## config.mk

```make
export PLATFORM = sky130hd
export DESIGN_NAME = subq_frame_reader
export DESIGN_NICKNAME = d
export VERILOG_FILES = /design/src/rtl/subq_pkg.sv /design/src/rtl/subq_collect.sv /design/src/rtl/subq_readout.sv /design/src/rtl/subq_confirm.sv /design/src/rtl/subq_frame_reader.sv
export SDC_FILE = /design/constraint.sdc
export NUM_CORES = 1
export LEC_CHECK = 0
export BUFFER_PORTS_ARGS = -buffer_cell sky130_fd_sc_hd__buf_4
export CAP_MARGIN = 20
export CORE_AREA = 5 5 143 159
export DETAILED_ROUTE_END_ITERATION = 8
export DIE_AREA = 0 0 148 164
export HOLD_SLACK_MARGIN = 0.1
export MAX_ROUTING_LAYER = met4
export PLACE_DENSITY = 0.83
export RECOVER_POWER = 25
export SLEW_MARGIN = 20
export SYNTH_ARGS = -nofsm -noshare
export SYNTH_HDL_FRONTEND = slang
export SYNTH_SLANG_ARGS = --single-unit
```

## constraint.sdc

```tcl
create_clock -name clk -period 3.4 [get_ports clk]
set_clock_uncertainty 0.1 [all_clocks]
set_input_delay 0.51 -clock clk [delete_from_list [all_inputs] [get_ports clk]]
set_output_delay 0.51 -clock clk [all_outputs]
set_load 0.03 [all_outputs]
```

## src/rtl/subq_pkg.sv

```systemverilog
package subq_pkg;
  localparam int CRC_W = 16;

  // one serial step of a left-shifting CRC with the given polynomial
  function automatic logic [CRC_W-1:0] crc_step(input logic [CRC_W-1:0] cur,
                                                input logic din,
                                                input logic [CRC_W-1:0] poly);
    logic fb;
    fb = cur[CRC_W-1] ^ din;
    return {cur[CRC_W-2:0], 1'b0} ^ (fb ? poly : '0);
  endfunction
endpackage

```

## src/rtl/subq_collect.sv

```systemverilog
module subq_collect
  import subq_pkg::*;
#(
  parameter int               PAYLOAD_W = 80,
  parameter logic [CRC_W-1:0] POLY      = 16'h1021
) (
  input  logic                 clk,
  input  logic                 rst_n,
  input  logic                 sym_take,
  input  logic                 sym_bit,
  input  logic                 sync_mark,
  output logic                 boundary,
  output logic                 frame_good,
  output logic [PAYLOAD_W-1:0] payload
);
  localparam int FRAME_W = PAYLOAD_W + CRC_W;
  localparam int CNT_W   = $clog2(FRAME_W + 2);

  logic [CNT_W-1:0]   cnt;
  logic [FRAME_W-1:0] shreg;
  logic [CRC_W-1:0]   crc;

  always_ff @(posedge clk) begin
    if (!rst_n) begin
      cnt   <= '0;
      shreg <= '0;
      crc   <= '0;
    end else if (sync_mark) begin
      cnt <= '0;
      crc <= '0;
    end else if (sym_take) begin
      shreg <= {shreg[FRAME_W-2:0], sym_bit};
      if (cnt < CNT_W'(PAYLOAD_W))
        crc <= crc_step(crc, sym_bit, POLY);
      if (cnt != CNT_W'(FRAME_W + 1))
        cnt <= cnt + 1'b1;
    end
  end

  assign boundary   = sync_mark && (cnt != '0);
  assign frame_good = (cnt == CNT_W'(FRAME_W)) && (crc == ~shreg[CRC_W-1:0]);
  assign payload    = shreg[FRAME_W-1:CRC_W];
endmodule

```

## src/rtl/subq_readout.sv

```systemverilog
module subq_readout #(
  parameter int PAYLOAD_W   = 80,
  parameter int SYNC_STAGES = 2
) (
  input  logic                 clk,
  input  logic                 rst_n,
  input  logic                 host_sclk,
  input  logic                 load,
  input  logic [PAYLOAD_W-1:0] load_data,
  output logic                 msb,
  output logic                 mid_read
);
  localparam int RC_W = $clog2(PAYLOAD_W + 1);

  logic [SYNC_STAGES:0]   sq;
  logic                   rise;
  logic [PAYLOAD_W-1:0]   shadow;
  logic [RC_W-1:0]        rcnt;

  always_ff @(posedge clk) begin
    if (!rst_n) sq <= '0;
    else        sq <= {sq[SYNC_STAGES-1:0], host_sclk};
  end

  assign rise = sq[SYNC_STAGES-1] & ~sq[SYNC_STAGES];

  always_ff @(posedge clk) begin
    if (!rst_n) begin
      shadow <= '0;
      rcnt   <= '0;
    end else if (load) begin
      shadow <= load_data;
      rcnt   <= '0;
    end else if (rise && rcnt != RC_W'(PAYLOAD_W)) begin
      shadow <= {shadow[PAYLOAD_W-2:0], 1'b0};
      rcnt   <= rcnt + 1'b1;
    end
  end

  assign msb      = shadow[PAYLOAD_W-1];
  assign mid_read = (rcnt != '0) && (rcnt != RC_W'(PAYLOAD_W));
endmodule

```

## src/rtl/subq_confirm.sv

```systemverilog
module subq_confirm #(
  parameter int PAYLOAD_W = 80
) (
  input  logic                 clk,
  input  logic                 rst_n,
  input  logic                 boundary,
  input  logic                 frame_good,
  input  logic [PAYLOAD_W-1:0] payload,
  output logic                 confirmed
);
  logic [PAYLOAD_W-1:0] prev;
  logic                 have_prev;

  always_ff @(posedge clk) begin
    if (!rst_n) begin
      prev      <= '0;
      have_prev <= 1'b0;
      confirmed <= 1'b0;
    end else if (boundary) begin
      if (frame_good) begin
        confirmed <= have_prev && (payload == prev);
        prev      <= payload;
        have_prev <= 1'b1;
      end else begin
        confirmed <= 1'b0;
        have_prev <= 1'b0;
      end
    end
  end
endmodule

```

## src/rtl/subq_frame_reader.sv

```systemverilog
module subq_frame_reader
  import subq_pkg::*;
#(
  parameter int               PAYLOAD_W   = 80,
  parameter logic [CRC_W-1:0] POLY        = 16'h1021,
  parameter int               SYNC_STAGES = 2
) (
  input  logic clk,
  input  logic rst_n,
  input  logic sym_valid,
  output logic sym_ready,
  input  logic sym_qbit,
  input  logic sync_mark,
  input  logic host_sclk,
  output logic q_sdata,
  output logic q_crc_ok,
  output logic q_ready_pulse,
  output logic q_confirmed
);
  logic                 boundary, frame_good, mid_read, msb, load;
  logic [PAYLOAD_W-1:0] payload;

  assign sym_ready = 1'b1;

  subq_collect #(.PAYLOAD_W(PAYLOAD_W), .POLY(POLY)) u_collect (
    .clk(clk), .rst_n(rst_n), .sym_take(sym_valid & sym_ready),
    .sym_bit(sym_qbit), .sync_mark(sync_mark),
    .boundary(boundary), .frame_good(frame_good), .payload(payload)
  );

  assign load = boundary && frame_good && !mid_read;

  subq_readout #(.PAYLOAD_W(PAYLOAD_W), .SYNC_STAGES(SYNC_STAGES)) u_readout (
    .clk(clk), .rst_n(rst_n), .host_sclk(host_sclk), .load(load),
    .load_data(payload), .msb(msb), .mid_read(mid_read)
  );

  subq_confirm #(.PAYLOAD_W(PAYLOAD_W)) u_confirm (
    .clk(clk), .rst_n(rst_n), .boundary(boundary), .frame_good(frame_good),
    .payload(payload), .confirmed(q_confirmed)
  );

  always_ff @(posedge clk) begin
    if (!rst_n) begin
      q_crc_ok      <= 1'b0;
      q_ready_pulse <= 1'b0;
    end else begin
      if (boundary && !mid_read) q_crc_ok <= frame_good;
      q_ready_pulse <= load;
    end
  end

  assign q_sdata = q_crc_ok & msb;
endmodule

```

==> results of run 1 <==
where the power goes:
group | leakage (uW) | internal, uW | total [uW] | switching [uW]
sequential | 0.00236 | 3440 | 3440 | 4.62
clock | 0.000488 | 1920 | 3220 | 1300
combinational | 0.00244 | 43.3 | 193 | 150
total | 0.00529 | 5400 | 6860 | 1450
worst register-to-register path: cells and delay by family, from the launching register on:
kind	cells	cell delay (ns)
compound gates	2	0.66
fa+ha+maj	1	0.19
buf+inv	3	0.56
flops	1	0.33
simple gates	4	0.99
worst max-delay path by stage:
stage	startpoint	endpoint	slack [ns]	depth (start not counted)
floorplan	u_collect.cnt[0]	u_readout.shadow[28]	1.0	10
global placement	u_collect.cnt[0]	u_readout.shadow[8]	0.68	10
detailed placement	u_collect.cnt[0]	u_readout.shadow[6]	0.56	10
CTS	u_collect.cnt[0]	u_readout.shadow[49]	0.48	10
global route	rst_n	q_ready_pulse	0.19	4
finish	u_collect.cnt[0]	u_readout.shadow[49]	0.44	10
routing by layer:
layer / vias up / routed length (um) / share of wire (%)
met5: - / 0 / 0
met2: 357 / 13900 / 48
met4: 0 / 1340 / 4.6
met3: 92 / 1890 / 6.5
met1: 4833 / 11800 / 41
li1: 4920 / - / -
cells in the mapped netlist (3+ instances only):
library cell	n	area share [%]
a2111oi_0	4	0.27
a211oi_2	79	7.7
a21oi_1	196	7.7
a221oi_1	4	0.27
and2_1	4	0.20
buf_1	11	0.32
buf_2	9	0.35
buf_4	3	0.18
buf_6	8	0.71
buf_8	9	1.1
clkbuf_1	61	1.8
dfxtp_1	293	46
ha_1	5	0.49
inv_1	44	1.3
mux2i_1	80	6.3
nand2_1	391	12
nand2b_1	8	0.39
nand3_1	4	0.16
nand4_1	14	0.69
nor2_1	101	3.0
nor2b_1	10	0.49
nor4_1	17	0.83
o21ai_0	3	0.12
o22ai_1	13	0.64
o2bb2ai_1	7	0.48
xnor2_1	44	3.0
xor2_1	27	1.9
layout make-up:
type | instances | area (sq um)
inverters | 45 | 173
clock inverters | 5 | 53.8
fillers | 1582 | 6990
well taps | 261 | 327
clock buffers | 48 | 927
repair buffers | 37 | 435
flip-flops and latches | 293 | 5870
multi-input cells | 1041 | 6180
through the flow:
stage	setup WS (ns)	area, sq um	hold WS [ns]	power [uW]
6_report	0.440	14000	0.146	6860
5_1_grt	0.189	14000	0.156	7060
4_1_cts	0.482	14000	0.131	6900
3_5_place_dp	0.556	13000	0.343	3710
3_3_place_gp	0.682	13000	0.313	3710
2_1_floorplan	0.999	12800	0.312	3660
cell families (layout without fill, tap and decap cells):
group / count (synthesis) / in the layout / synth area share [%]
DFF: 293 / 293 / 46.0
other: 1 / 1 / 0.0294
AOI/OAI and AO/OA: 319 / 319 / 18.4
adders and majority gates: 5 / 5 / 0.490
muxes: 80 / 80 / 6.28
buffers and inverters: 146 / 135 / 5.74
and+or+nand+nor: 565 / 565 / 18.2
xor gates and xnor gates: 71 / 71 / 4.87
flip-flops by register name (all words and copies together), names as in the netlist:
name                 count
q_crc_ok                 1
q_ready_pulse            1
u_collect.cnt            7
u_collect.crc           16
u_collect.shreg         96
u_confirm.confirmed      1
u_confirm.have_prev      1
u_confirm.prev          80
u_readout.rcnt           7
u_readout.shadow        80
u_readout.sq             3
timing repair:
action | CTS | global route
setup endpoints to repair | 0 | 0
endpoints found under the hold margin | 1 | 0
hold buffers | 1 | 0
==> summary.md, run 1 <==
| Metric | Value |
|---|---|
| Status | `finished with violations` |
| Failing checks | `max-capacitance violations, max-slew violations` |
| Hold Path Origin | `sym_qbit` |
| Worst Path Required | `3.71 ns` |
| Die ar. | `about 24000 sq um` |
| Critical-path cell list | `inv_1 -> ha_1 -> or3b_1 -> o41ai_4 -> and4b_1 -> nand4b_1 -> buf_12 -> buf_12 -> nor2_1 -> a211oi_2` |
| Syn_nets | `around 1.5k` |
| CP most frequent cell | `buf_12` |
| Initial antenna violation count | `0` |
| Post-layout min period | `2.96 ns` |
| Met1 usage | `between 20% and 30%` |
| Synth Register Bits | `between 200 and 300` |
| Fin nets | `between 1k and 1.5k` |
| CTS max path bufs | `3` |
| # rows | `56` |
| TritonCTS clock tree | `yes` |
| Clk slew on worst S/H paths | `around 0.060 ns` |
| Count of cell types in the netlist | `51` |
| First-pass GRT wire length | `about 48000 um` |
| Highest clock rate | `between 300 and 400 MHz` |
| Clock sink total | `between 200 and 300` |
| Routed Antenna Nets | `0` |
| Final WL | `roughly 29000 um` |
| Via density | `between 5 and 6` |
| Hold endpoint | `u_collect.shreg[0]` |
| PortBufs | `9` |
| CTS buffer count | `29` |
| Iter 0 DRT Violations | `690` |
| Root Buffer Master | `clkbuf_16` |
| Placer Congestion | `between 0.9 and 1` |
| Power per cell area | `491 nW/um^2` |
| CP endpoint kind | `flop` |
| Die width | `~150 um` |
| Placed cells | `around 1.7k` |
| Worst hold path class | `in2reg` |
| Syn avg cell area | `~8.6 sq um` |
| Worst-path maximum fanout | `27` |
| Utilization after layout | `66.7%` |
| Total setup buffers inserted after CTS | `0` |
| Fin Setup TNS | `0 ns` |
| Mapped Area | `between 10000 and 15000 sq um` |
| Area grow syn2layout | `9.47%` |
| Routed len/inst | `16.7 um` |
| Core Box Area | `21000 sq um` |
| Initial DRT Pass Iterations | `5` |
| H-tree depth | `1` |
| Hold path cells | `3` |
| Cells on worst reg2reg path | `10` |
| Crit path kind | `reg2reg` |
| I/O pins | `11` |
| Pin count of the biggest net entering global routing | `97` |
| Fin. Hold Viols | `0` |
| Sequential-to-total area share from yosys stat | `46.0%` |
| R2R Setup Slk | `~0.44 ns` |
| N_diodes | `0` |
| Transition time of the tightest slew-check pin | `approximately 1.8 ns` |
| Slowest library cell on the worst path | `o41ai_4` |
| CP delay by family, top | `simple AND/OR/NAND/NOR gates` |
| Worst r2r dst | `u_readout.shadow[49]` |
| Synth Flop Type | `dfxtp_1` |
| Post-Layout Cell Count | `around 1.7k` |
| Aggregate global-route resource usage | `24.3%` |
| Worst r2r src | `u_collect.cnt[0]` |
| Buf/Inv on CP | `3` |
| RSZ-0062 raised after global routing | `false` |
| Gate Count Post-Synth | `1480` |
| Async S/R FF share, synth | `0%` |
| Number of flops mapped to enable cells by yosys | `0` |
| Global route overflow | `0` |
| Most common cell after layout, fill and taps aside | `nand2_1` |
| Slew HR | `-20.4%` |
| Post-route clock period utilization | `~87%` |
| Busiest grt layer | `met2` |
| Met3 usage | `under 10%` |
| Vias in the first global route | `approximately 9.9k` |
| Starting Density | `between 60 and 70%` |
| Drc violations | `0` |
| Commonest non-fill, non-tap cells in the layout | `nand2_1 (391), dfxtp_1 (293), a21oi_1 (196)` |
| Post-cts sizing count | `0` |
| WP data arrival | `3.27 ns` |
| Critical Path Start Type | `flop` |
| Largest stage delay on the critical path | `0.43 ns` |
| Clk Latency, worst-skew pair | `roughly 0.55 ns` |
| Ys Warns | `0` |
| Routing usage on met2 | `around two fifths` |
| HPWL Detailed | `18500 um` |
| # setup viols final | `0` |
| Max cap viols | `1` |
| P_leak | `0.00529 uW` |
| Die Y | `roughly 160 um` |
| Maximum VDD drop | `between 0.4 and 0.5 mV` |
| Layout cells sized above 1 | `11.8%` |
| Via count | `a little over 10k` |
| Max Slew Vio Count | `96` |
Power figures use the tool's default switching activity.
==> run 2, diff against run 1 <==
Settings changed: CAP_MARGIN 20 to not set, MAX_ROUTING_LAYER met4 to not set, RECOVER_POWER 25 to 100.
==> summary.md, run 2 (same netlist as run 1, synthesis figures left out) <==
| Metric | Value |
|---|---|
| Status | `finished with violations (unchanged)` |
| Failing checks | `max-capacitance violations, max-slew violations (unchanged)` |
| Commonest non-fill, non-tap cells in the layout | `nand2_1 (392), dfxtp_1 (293), a21oi_1 (196) (was nand2_1 (391), dfxtp_1 (293), a21oi_1 (196))` |
| Aggregate global-route resource usage | `23.1% (was 24.3%)` |
| Slew HR | `-21.8% (was -20.4%)` |
| Largest stage delay on the critical path | `0.44 ns (was 0.43 ns)` |
| CP endpoint kind | `flop (unchanged)` |
| Core Box Area | `21000 sq um (unchanged)` |
| CP delay by family, top | `simple AND/OR/NAND/NOR gates (unchanged)` |
| HPWL Detailed | `18100 um (was 18500 um)` |
| Hold Path Origin | `sym_qbit (unchanged)` |
| Drc violations | `0 (unchanged)` |
| # setup viols final | `0 (unchanged)` |
| Total setup buffers inserted after CTS | `0 (unchanged)` |
| Clk slew on worst S/H paths | `0.06 ns (about the same)` |
| Fill cells | `1658 (was 1582)` |
| Post-placement cell area | `12900 sq um (was 13000 sq um)` |
| Via count | `10.0k (was 10.2k)` |
| Fin nets | `1451 (was 1458)` |
| Routed Antenna Nets | `0 (unchanged)` |
| Clk Latency, worst-skew pair | `0.55 ns (about the same)` |
| Post-cts sizing count | `0 (unchanged)` |
| Fin. Hold Viols | `0 (unchanged)` |
| Most common cell after layout, fill and taps aside | `nand2_1 (unchanged)` |
| Max Slew Vio Count | `103 (was 96)` |
| Routed len/inst | `16.5 um (was 16.7 um)` |
| Max cap viols | `1 (unchanged)` |
| Cts hold-fix bufs | `1 (unchanged)` |
| Initial antenna violation count | `0 (unchanged)` |
| Fin Setup TNS | `0 ns (unchanged)` |
| Crit path kind | `reg2reg (unchanged)` |
| Worst-path maximum fanout | `24 (was 27)` |
| Hold endpoint | `u_collect.shreg[0] (unchanged)` |
| Die ar. | `24300 sq um (unchanged)` |
| Pin count of the biggest net entering global routing | `103 (was 97)` |
| CTS max path bufs | `3 (unchanged)` |
| Largest registers | `u_collect.shreg x96, u_confirm.prev x80, u_readout.shadow x80 (unchanged)` |
| Layout cells sized above 1 | `6.51% (was 11.8%)` |
| Post-layout min period | `3.04 ns (was 2.96 ns)` |
| Worst hold path class | `in2reg (unchanged)` |
| Highest clock rate | `329 MHz (was 338 MHz)` |
| Max FFs per register | `96 (unchanged)` |
| Via density | `5.82 (was 5.90)` |
| Buf/Inv on CP | `3 (unchanged)` |
| # rows | `56 (unchanged)` |
| Global route overflow | `0 (unchanged)` |
| P_leak | `0.00512 uW (was 0.00529 uW)` |
| Power per cell area | `500 nW/um^2 (was 491 nW/um^2)` |
| Post-route clock period utilization | `89.4% (was 87.1%)` |
| CTS buffer count | `28 (was 29)` |
| Critical-path cell list | `inv_1 -> ha_1 -> or3b_1 -> o41ai_4 -> and4b_1 -> nand4b_1 -> buf_12 -> clkbuf_4 -> nor2_1 -> a211oi_2 (was inv_1 -> ha_1 -> or3b_1 -> o41ai_4 -> and4b_1 -> nand4b_1 -> buf_12 -> buf_12 -> nor2_1 -> a211oi_2)` |
| Worst r2r dst | `u_readout.shadow[74] (was u_readout.shadow[49])` |
| Placer Congestion | `0.865 (was 0.900)` |
| Transition time of the tightest slew-check pin | `1.83 ns (was 1.81 ns)` |
| Clock sink total | `293 (unchanged)` |
| N_diodes | `0 (unchanged)` |
| PortBufs | `9 (unchanged)` |
| Final WL | `28300 um (was 28900 um)` |
| Critical Path Start Type | `flop (unchanged)` |
| Area grow syn2layout | `5.72% (was 9.47%)` |
| First-pass GRT wire length | `46800 um (was 47800 um)` |
| Maximum VDD drop | `0.374 mV (was 0.434 mV)` |
| H-tree depth | `1 (unchanged)` |
| Slowest library cell on the worst path | `o41ai_4 (unchanged)` |
| R2R Setup Slk | `0.36 ns (was 0.44 ns)` |
| Die width | `148 um (unchanged)` |
| Design area | `13500 sq um (was 14000 sq um)` |
| I/O pins | `11 (unchanged)` |
| RSZ-0062 raised after global routing | `false (unchanged)` |
| Initial DRT Pass Iterations | `5 (unchanged)` |
| WP data arrival | `3.36 ns (was 3.27 ns)` |
| Worst Path Required | `3.72 ns (was 3.71 ns)` |
| Iter 0 DRT Violations | `761 (was 690)` |
| Cells on worst reg2reg path | `10 (unchanged)` |
| Worst r2r src | `u_collect.cnt[0] (unchanged)` |
| Starting Density | `60.9% (unchanged)` |
| Root Buffer Master | `clkbuf_16 (unchanged)` |
| Hold path cells | `3 (unchanged)` |
| TritonCTS clock tree | `yes (unchanged)` |
| Vias in the first global route | `9566 (was 9922)` |
| Die Y | `164 um (unchanged)` |
| Largest Register | `u_collect.shreg (unchanged)` |
==> run 2: final cells by class <==
class | instances | area, sq um | share of cell area (%)
Timing Repair Buffer | 31 | 329 | 2.44
Clock buffer | 43 | 827 | 6.13
Inverter | 45 | 173 | 1.28
Multi-Input combinational cell | 1041 | 5860 | 43.5
Clock inverter | 7 | 100 | 0.742
Tap cell | 261 | 327 | 2.42
Sequential cell | 293 | 5870 | 43.5
==> run 2: worst max path at each step <==
| stage | from | end | slack [ns] | cells past startpoint |
|---|---|---|---|---|
| 2_1_floorplan | u_collect.cnt[0] | u_readout.shadow[28] | 1.0 | 10 |
| 3_3_place_gp | u_collect.cnt[0] | u_readout.shadow[55] | 0.58 | 10 |
| 3_5_place_dp | u_collect.cnt[0] | u_readout.shadow[58] | 0.48 | 10 |
| 4_1_cts | u_collect.cnt[0] | u_readout.shadow[57] | 0.45 | 10 |
| 5_1_grt | u_collect.cnt[0] | u_readout.shadow[76] | 0.17 | 10 |
| 6_report | u_collect.cnt[0] | u_readout.shadow[74] | 0.36 | 10 |
==> run 2: worst register-to-register path: stages (launching register included) <==
cell	delay, ns
dfxtp_1	0.33
inv_1	0.11
ha_1	0.20
or3b_1	0.42
o41ai_4	0.44
and4b_1	0.26
nand4b_1	0.19
buf_12	0.22
clkbuf_4	0.35
nor2_1	0.10
a211oi_2	0.20
==> run 2: through the flow <==
stage,setup slack [ns],power (uW),hold WS (ns),utilization [%],std cells
after global routing,0.174,6950,0.134,64.4,1721
after global placement,0.585,3710,0.315,61.7,1670
after detailed placement,0.478,3710,0.345,61.7,1670
after CTS,0.447,6790,0.112,66.2,1721
final,0.360,6750,0.133,64.4,1721
after floorplan,0.999,3660,0.312,-,1480
==> run 2: metal layers <==
layer  track usage, %  part of all wire [%]
met3             2.95                   5.5
met2             40.1                    49
met4             8.48                   3.5
met1             29.8                    42
met5                0                     0
==> run 2: power breakdown <==
part | internal, uW | leakage [uW] | switching, uW | total (uW)
logic | 44.3 | 0.00231 | 141 | 185
clock network | 1820 | 0.000456 | 1290 | 3120
registers | 3440 | 0.00236 | 4.46 | 3440
total | 5310 | 0.00512 | 1440 | 6750
